### src/rtl/tct_pkg.sv
package tct_pkg;
  localparam int DATA_W = 32;

  typedef enum logic [1:0] {
    SEL_COUNT   = 2'd0,
    SEL_COMPARE = 2'd1,
    SEL_CAUSE   = 2'd2,
    SEL_NONE    = 2'd3
  } reg_sel_e;

  localparam int BIT_SOFT0  = 8;
  localparam int BIT_SOFT1  = 9;
  localparam int BIT_CLRONL = 22;
  localparam int BIT_PLAIN  = 23;
  localparam int BIT_FREEZE = 27;
  localparam int BIT_PEND   = 30;

  typedef struct packed {
    logic loadCount;
    logic incCount;
    logic loadCompare;
    logic loadCause;
    logic setPend;
    logic clrPend;
  } tct_strobe_t;
endpackage

### src/rtl/tct_control.sv
module tct_control
  import tct_pkg::*;
(
  input  logic        tickEn,
  input  logic        regWrEn,
  input  logic [1:0]  regSel,
  input  logic        freezeBit,
  input  logic        hitOnInc,
  output tct_strobe_t strobes
);
  logic wrCount, wrCompare, wrCause;

  always_comb begin
    wrCount   = regWrEn && (regSel == SEL_COUNT);
    wrCompare = regWrEn && (regSel == SEL_COMPARE);
    wrCause   = regWrEn && (regSel == SEL_CAUSE);

    strobes             = '0;
    strobes.loadCount   = wrCount;
    strobes.incCount    = tickEn && !freezeBit && !wrCount;
    strobes.loadCompare = wrCompare;
    strobes.loadCause   = wrCause;
    // acknowledge wins over a coincident match
    strobes.clrPend     = wrCompare;
    strobes.setPend     = tickEn && !freezeBit && !wrCount && !wrCompare && hitOnInc;
  end
endmodule

### src/rtl/tct_datapath.sv
module tct_datapath
  import tct_pkg::*;
#(
  parameter int CNT_W     = 32,
  parameter int NUM_LINES = 8,
  parameter bit REV2_EN   = 1'b1,
  parameter bit REV6_EN   = 1'b1,
  localparam int SEL_W    = $clog2(NUM_LINES)
) (
  input  logic                 clk,
  input  logic                 rstN,
  input  tct_strobe_t          strobes,
  input  logic [CNT_W-1:0]     wrData,
  input  logic [SEL_W-1:0]     lineSel,
  output logic [CNT_W-1:0]     countQ,
  output logic [CNT_W-1:0]     compareQ,
  output logic [CNT_W-1:0]     causeView,
  output logic                 freezeBit,
  output logic                 hitOnInc,
  output logic [NUM_LINES-1:0] irqVec,
  output logic [1:0]           softVec
);
  localparam logic [CNT_W-1:0] BASE_MASK =
      (CNT_W'(1) << BIT_SOFT0) | (CNT_W'(1) << BIT_SOFT1) |
      (CNT_W'(1) << BIT_CLRONL) | (CNT_W'(1) << BIT_PLAIN);
  localparam logic [CNT_W-1:0] FREEZE_MASK = CNT_W'(1) << BIT_FREEZE;
  localparam logic [CNT_W-1:0] FULL_MASK = REV2_EN ? (BASE_MASK | FREEZE_MASK) : BASE_MASK;

  logic [CNT_W-1:0] causeQ;
  logic [CNT_W-1:0] countInc;
  logic [CNT_W-1:0] wrMask;
  logic             pendQ;

  assign countInc = countQ + CNT_W'(1);
  assign hitOnInc = (countInc == compareQ);

  generate
    if (REV6_EN) begin : g_clr_only
      assign wrMask = FULL_MASK & ~(wrData & (CNT_W'(1) << BIT_CLRONL));
    end else begin : g_plain
      assign wrMask = FULL_MASK;
    end
  endgenerate

  always_ff @(posedge clk) begin
    if (!rstN) begin
      countQ   <= '0;
      compareQ <= '0;
      causeQ   <= '0;
      pendQ    <= 1'b0;
    end else begin
      if (strobes.loadCount)      countQ <= wrData;
      else if (strobes.incCount)  countQ <= countInc;
      if (strobes.loadCompare)    compareQ <= wrData;
      if (strobes.loadCause)      causeQ <= (causeQ & ~wrMask) | (wrData & wrMask);
      if (strobes.clrPend)        pendQ <= 1'b0;
      else if (strobes.setPend)   pendQ <= 1'b1;
    end
  end

  always_comb begin
    causeView = causeQ;
    causeView[BIT_PEND] = REV2_EN ? pendQ : 1'b0;
  end

  assign freezeBit = causeQ[BIT_FREEZE];
  assign softVec   = {causeQ[BIT_SOFT1], causeQ[BIT_SOFT0]};

  generate
    for (genvar i = 0; i < NUM_LINES; i++) begin : g_line
      assign irqVec[i] = pendQ && (lineSel == SEL_W'(i));
    end
  endgenerate
endmodule

### src/rtl/tick_compare_timer.sv
module tick_compare_timer
  import tct_pkg::*;
#(
  parameter int CNT_W     = 32,
  parameter int NUM_LINES = 8,
  parameter bit REV2_EN   = 1'b1,
  parameter bit REV6_EN   = 1'b1,
  localparam int SEL_W    = $clog2(NUM_LINES)
) (
  input  logic                 clk,
  input  logic                 rstN,
  input  logic                 tickEn,
  input  logic                 regWrEn,
  input  logic [1:0]           regSel,
  input  logic [CNT_W-1:0]     regWrData,
  input  logic [SEL_W-1:0]     lineSel,
  output logic [CNT_W-1:0]     rdCount,
  output logic [CNT_W-1:0]     rdCompare,
  output logic [CNT_W-1:0]     rdCause,
  output logic [NUM_LINES-1:0] irqLines,
  output logic [1:0]           softIrq
);
  tct_strobe_t strobes;
  logic        freezeBit;
  logic        hitOnInc;

  tct_control u_ctrl (
    .tickEn    (tickEn),
    .regWrEn   (regWrEn),
    .regSel    (regSel),
    .freezeBit (freezeBit),
    .hitOnInc  (hitOnInc),
    .strobes   (strobes)
  );

  tct_datapath #(
    .CNT_W     (CNT_W),
    .NUM_LINES (NUM_LINES),
    .REV2_EN   (REV2_EN),
    .REV6_EN   (REV6_EN)
  ) u_dp (
    .clk       (clk),
    .rstN      (rstN),
    .strobes   (strobes),
    .wrData    (regWrData),
    .lineSel   (lineSel),
    .countQ    (rdCount),
    .compareQ  (rdCompare),
    .causeView (rdCause),
    .freezeBit (freezeBit),
    .hitOnInc  (hitOnInc),
    .irqVec    (irqLines),
    .softVec   (softIrq)
  );
endmodule

### config.mk
export PLATFORM = sky130hd
export DESIGN_NAME = tick_compare_timer
export DESIGN_NICKNAME = d
export VERILOG_FILES = /design/src/rtl/tct_pkg.sv /design/src/rtl/tct_control.sv /design/src/rtl/tct_datapath.sv /design/src/rtl/tick_compare_timer.sv
export SDC_FILE = /design/constraint.sdc
export NUM_CORES = 1
export LEC_CHECK = 0
export BUFFER_PORTS_ARGS = -buffer_cell sky130_fd_sc_hd__buf_2
export CAP_MARGIN = 10
export CORE_ASPECT_RATIO = 2
export CORE_UTILIZATION = 30
export DETAILED_ROUTE_END_ITERATION = 7
export PLACE_DENSITY = 0.54
export SETUP_SLACK_MARGIN = 0.15
export SYNTH_ARGS = -nofsm -noshare
export SYNTH_HDL_FRONTEND = slang
export SYNTH_SLANG_ARGS = --single-unit
### constraint.sdc
create_clock -name clk -period 3.3 [get_ports clk]
set_clock_uncertainty 0.1 [all_clocks]
set_input_delay 0.33 -clock clk [delete_from_list [all_inputs] [get_ports clk]]
set_output_delay 0.33 -clock clk [all_outputs]
set_load 0.02 [all_outputs]
; ---- After elaboration in Yosys (flattened, before gate mapping)
; Index checks and enable logic that the tools add are counted.
[classes]
n_eq_ne = 10
add_sub_neg = 1
bitwise_logic = 6
n_reduce_logical = 22
muxes = 2
[op_table]
columns = cell, n
row1 = 2-to-1 mux 32 bit, 2
row2 = "adder 32 x 1 -> 32 bit, second input constant", 1
row3 = AND 32 x 28 -> 32 bit, 1
row4 = AND 32 bit, 1
row5 = == test 32 bit, 1
row6 = NOT 28 -> 32 bit, 1
row7 = bitwise OR 32 bit, 1
row8 = NOT 23 -> 28 bit, 1
row9 = logical AND 1 bit, 15
row10 = "== test 3 bit, second input constant", 4
row11 = "== test 3 x 2 -> 1 bit, second input constant", 2
row12 = "== test 3 x 1 -> 1 bit, second input constant", 1
row13 = logical NOT 1 bit, 3
row14 = logical NOT 3 bit, 1
row15 = "== test 2 x 1 -> 1 bit, second input constant", 1
row16 = "== test 2 bit, second input constant", 1
row17 = logical NOT 2 bit, 1
row18 = nonzero test 2 bit, 1
row19 = OR reduction 2 bit, 1
row20 = NOT 1 bit, 1
[totals]
ff_bits = 97
input_bits = 41

; ---- Logic depth before layout (Yosys ltp)
[logic_depth]
ltp_word = 6
depth_mapped = 9
depth_no_buf = 8

; ---- Hierarchy
; From an unflattened synthesis, not the netlist that was laid out.
[hier_totals]
cells_unflattened = 562
area_unflattened_um2 = 4590.7
[by_module_without_submodules]
columns = mod, instances, seq_area_each_um2, area_per_inst_um2, cells_per_inst
row1 = tct_datapath, 1, 1401.3, 4514.3, 551
row2 = tct_control, 1, 0.0, 76.3, 11

; ---- Worst setup path after synthesis
; No wires, ideal clock.
[synth_timing]
path_kind = register -> register
from = register u_dp.countQ[0]
to = register u_dp.pendQ
arrival_ns = 3.109
required_ns = 3.116
setup_slack_ns = 0.007
period_less_slack_ns = 3.293
setup_ns = 0.084
stages_incl_launch_ff = 9
cell_sequence = dfxtp_1 -> ha_1 -> nand3_1 -> o21ai_1 -> or4b_1 -> or4_1 -> or4_1 -> or4_1 -> o31ai_2
[synth_between]
elab_chain_len = 3
[synth_lines]
columns = element, line
row1 = from (decl), tct_datapath.sv:15  ; output logic [CNT_W-1:0] countQ,
row2 = from (signal assigned), tct_datapath.sv:52  ; if (strobes.loadCount) countQ <= wrData;
row3 = from (signal assigned), tct_datapath.sv:53  ; else if (strobes.incCount) countQ <= countInc;
row4 = adder 32 x 1 -> 32 bit, tct_datapath.sv:34  ; assign countInc = countQ + CNT_W'(1);
row5 = == test 32 bit, tct_datapath.sv:35  ; assign hitOnInc = (countInc == compareQ);
row6 = logical AND 1 bit, tct_control.sv:25  ; strobes.setPend = tickEn && !freezeBit && !wrCount && !wrCompare && hitOnInc;
row7 = to (signal assigned), tct_datapath.sv:50  ; pendQ <= 1'b0;
row8 = to (signal assigned), tct_datapath.sv:56  ; if (strobes.clrPend) pendQ <= 1'b0;
row9 = to (signal assigned), tct_datapath.sv:57  ; else if (strobes.setPend) pendQ <= 1'b1;
row10 = to (decl), tct_datapath.sv:32  ; logic pendQ;
; Every way passes these cells.
; A chain may end at the register's enable or synchronous reset.

; ---- Final worst setup path
[layout_timing]
from = register u_dp.countQ[1]
to = register u_dp.pendQ
; Same word-level chain as after synthesis.

==> flow_summary.yaml <==
outcome:
  status: "finished, final reports clean"
clocking:
  htree_levels: 3
  cts_tree: "done"
  insertion_delay_ns: 0.34
  clk_transition_reported_paths_ns: 0.06
  clock-root-buffer: "clkbuf_16"
  post_cts_buffers: 0
  clk_path_buf_depth: 2
  cts_hold_buf: 0
  cts.sinks: 70
  cts_buffers: 9
synthesis:
  synth_area_mm2: 0.00433
  synthFlopType: "dfxtp_1"
  synthTopCellsByArea: "dfxtp_1 32%, nand2_1 8.4%, xnor2_1 7.3%"
  yosysTopAreaCell: "dfxtp_1"
  synth-simple-area-share_pct: 27.3
  synth-compound-area-share_pct: 14.5
  synth_top_family_by_area: "simple AND/OR/NAND/NOR gates"
  avgSynthCellArea_um2: 7.63
  synthDistinctLibCells: 54
  synth.mux.area_fraction_pct: 1.62
  synthXorXnorAreaFrac_pct: 14.4
  synth_edf_count: 0
  ys_ff_latch: 70
  syn_inst: 567
  yosysWarnings: 0
  ys_seq_area_share_pct: 32.4
  synth_top_area_share_pct: 32.4
  synth-adder-area-share_pct: 0.289
  synth-async-reset-ratio_pct: 0
final_layout:
  diodes: 0
  area_delta_synth_final_pct: 24.1
  final_common_cell: "buf_2"
  drive_gt1_share_pct: 25.5
  regArea_mm2: 0.00141
  multiInputGateArea_mm2: 0.00264
  fin_util_pct: 38.5
  finalNetCount: 722
  final_cell_mix: "120 x buf_2, 97 x nand2_1, 68 x dfxtp_1"
  fillers: 1503
critical_path:
  worstReg2RegEnd: "u_dp.pendQ"
  critPathArrivalTime_ns: 3.24
  crit_required_ns: 3.46
  path_class: "register to register"
  rr_startpoint: "u_dp.countQ[1]"
  path_max_fanout: 5
  start_kind: "register"
  crit_path_end_kind: "register"
  worstRegToRegCells: 8
  r2r_slack_ns: 0.22
global_route:
  grt_pass1_vias: 4232
  track_usage_pct: 20.2
  grt_pass1_wl_um: 22300
  antenna_found_initial: 0
  globalRouteOverflowTotal: 0
  grt_max_degree: 63
place:
  dp_hpwl_um: 11000
  place.gp.congestion: 0.843
  port-buffer-count: 120
detailed_routing:
  dr.pass1.iters: 4
  drtIter0Drc: 172
  routedWlPerCell_um: 16.4
  drc_errors: 0
  routed_wl_um: 14400
  antenna_left: 0
  via_per_inst: 4.91
  vias: 4288
pwr:
  leakagePower_nw: 2.28
  worst_ir_drop_vdd_mv: 0.233
  total_power_mw: 2.25
  powerDensity_mw_per_mm2: 419
die:
  initial_core_util_pct: 31.0
  core_mm2: 0.0140
  die_w_um: 86.9
  die_y_um: 172
  dieArea_mm2: 0.0149
  ios: 147
  std_cell_rows: 61
sta:
  worst_slew_pin_slew_ns: 0.693
  fmax_mhz: 325
  fin_crit_sh_pct: 93.2
  setup_violations: 0
  grt_setup_unrepaired: "yes"
  timing.setup.tns_ns: 0
  slew_headroom_pct: 53.8
  slew_violations: 0
  min_period_ns: 3.08
  hold_viol: 0
hold_path:
  min_from: "regWrData[5]"
  hold_path.class: "input pin to register"
  holdPathEnd: "u_dp.compareQ[5]"
  hold_path_depth: 3
job:
  drv_cap: 0
sequential cells by signal (all words and copies together), names as in the netlist:
signal         flops
u_dp.compareQ     32
u_dp.pendQ         1
u_dp.causeQ        5
u_dp.countQ       32
worst max-delay path, stage by stage, from the launching register on:
cell and delay [ns]:
dfxtp_4 0.36, ha_4 0.27, xnor2_1 0.11, nand4_1 0.10, or4b_1 0.47, or4_1 0.51, or4_1 0.50, or4_4 0.42
o31ai_2 0.17
cell type report:
cell class / instances / share of cell area (%)
multi-input combinational: 450 / 49.2
inverter: 5 / 0.349
clock buffer: 13 / 5.03
sequential: 70 / 26.2
tap: 189 / 4.40
clock inverter: 3 / 0.326
timing repair buffer: 144 / 14.5
per-stage QoR:
stage / worst slack [ns] / cells / area (um^2) / hold WS (ns)
finish: 0.224 / 874 / 5370 / 0.137
global route: 0.0807 / 874 / 5370 / 0.145
CTS: 0.195 / 874 / 5360 / 0.131
detailed placement: 0.155 / 858 / 5060 / 0.342
global placement: 0.178 / 858 / 5060 / 0.333
floorplan: 0.203 / 592 / 4430 / 0.366
routing by layer:
metal	vias up	global-route usage, %	wire (um)
met1	2008	19.0	5060
met4	0	9.57	507
met2	128	40.6	8310
li1	2129	-	-
met5	-	0	0
met3	23	3.07	493
how the worst max path moves through the flow:
| stage | endpoint | from | slack [ns] | cells past startpoint |
|---|---|---|---|---|
| after floorplan | u_dp.pendQ | u_dp.countQ[0] | 0.20 | 8 |
| after detailed placement | u_dp.pendQ | u_dp.countQ[1] | 0.16 | 8 |
| after CTS | u_dp.pendQ | u_dp.countQ[1] | 0.20 | 8 |
| after global routing | u_dp.pendQ | u_dp.countQ[1] | 0.08 | 8 |
| after global placement | u_dp.pendQ | u_dp.countQ[1] | 0.18 | 8 |
| final | u_dp.pendQ | u_dp.countQ[1] | 0.22 | 8 |
power breakdown:
part	leakage, nW	total [mW]	internal (mW)	switching [mW]
logic	1.56	0.379	0.139	0.239
clock network	0.142	0.942	0.568	0.374
registers	0.572	0.930	0.882	0.0471
total	2.28	2.25	1.59	0.661
synth_stat cells (3+ instances only):
cell and number:
xnor2_1 36, a21oi_1 35, dfxtp_1 70, nor2_1 63, a311oi_1 4, or4_1 6
nand2_1 97, nand3_1 18, and3_1 4, or3_1 7, nand4_1 13, clkbuf_1 20
buf_2 14, o21ai_0 9, xor2_1 35, nor3_1 8, mux2i_1 7, nand2b_1 5
nand3b_1 4, and4_1 3, nor4_1 10, buf_4 30, o21a_1 4, a211oi_1 27
inv_1 4
what timing repair did:
| item | 4_1_cts | 5_1_grt |
|---|---|---|
| pin swaps | 0 | 1 |
| setup endpoints to repair | 1 | 1 |
| gates resized for setup | 1 | 3 |
kinds of logic (layout without fill, tap and decap cells):
logic type | count (synthesis) | count (layout)
DFF | 70 | 70
buffers and inverters | 72 | 165
muxes | 7 | 7
xor gates and xnor gates | 71 | 71
AOI/OAI and AO/OA | 95 | 95
other | 1 | 26
adders and majority gates | 1 | 1
and+or+nand+nor | 250 | 250
Power figures use the tool's default switching activity.
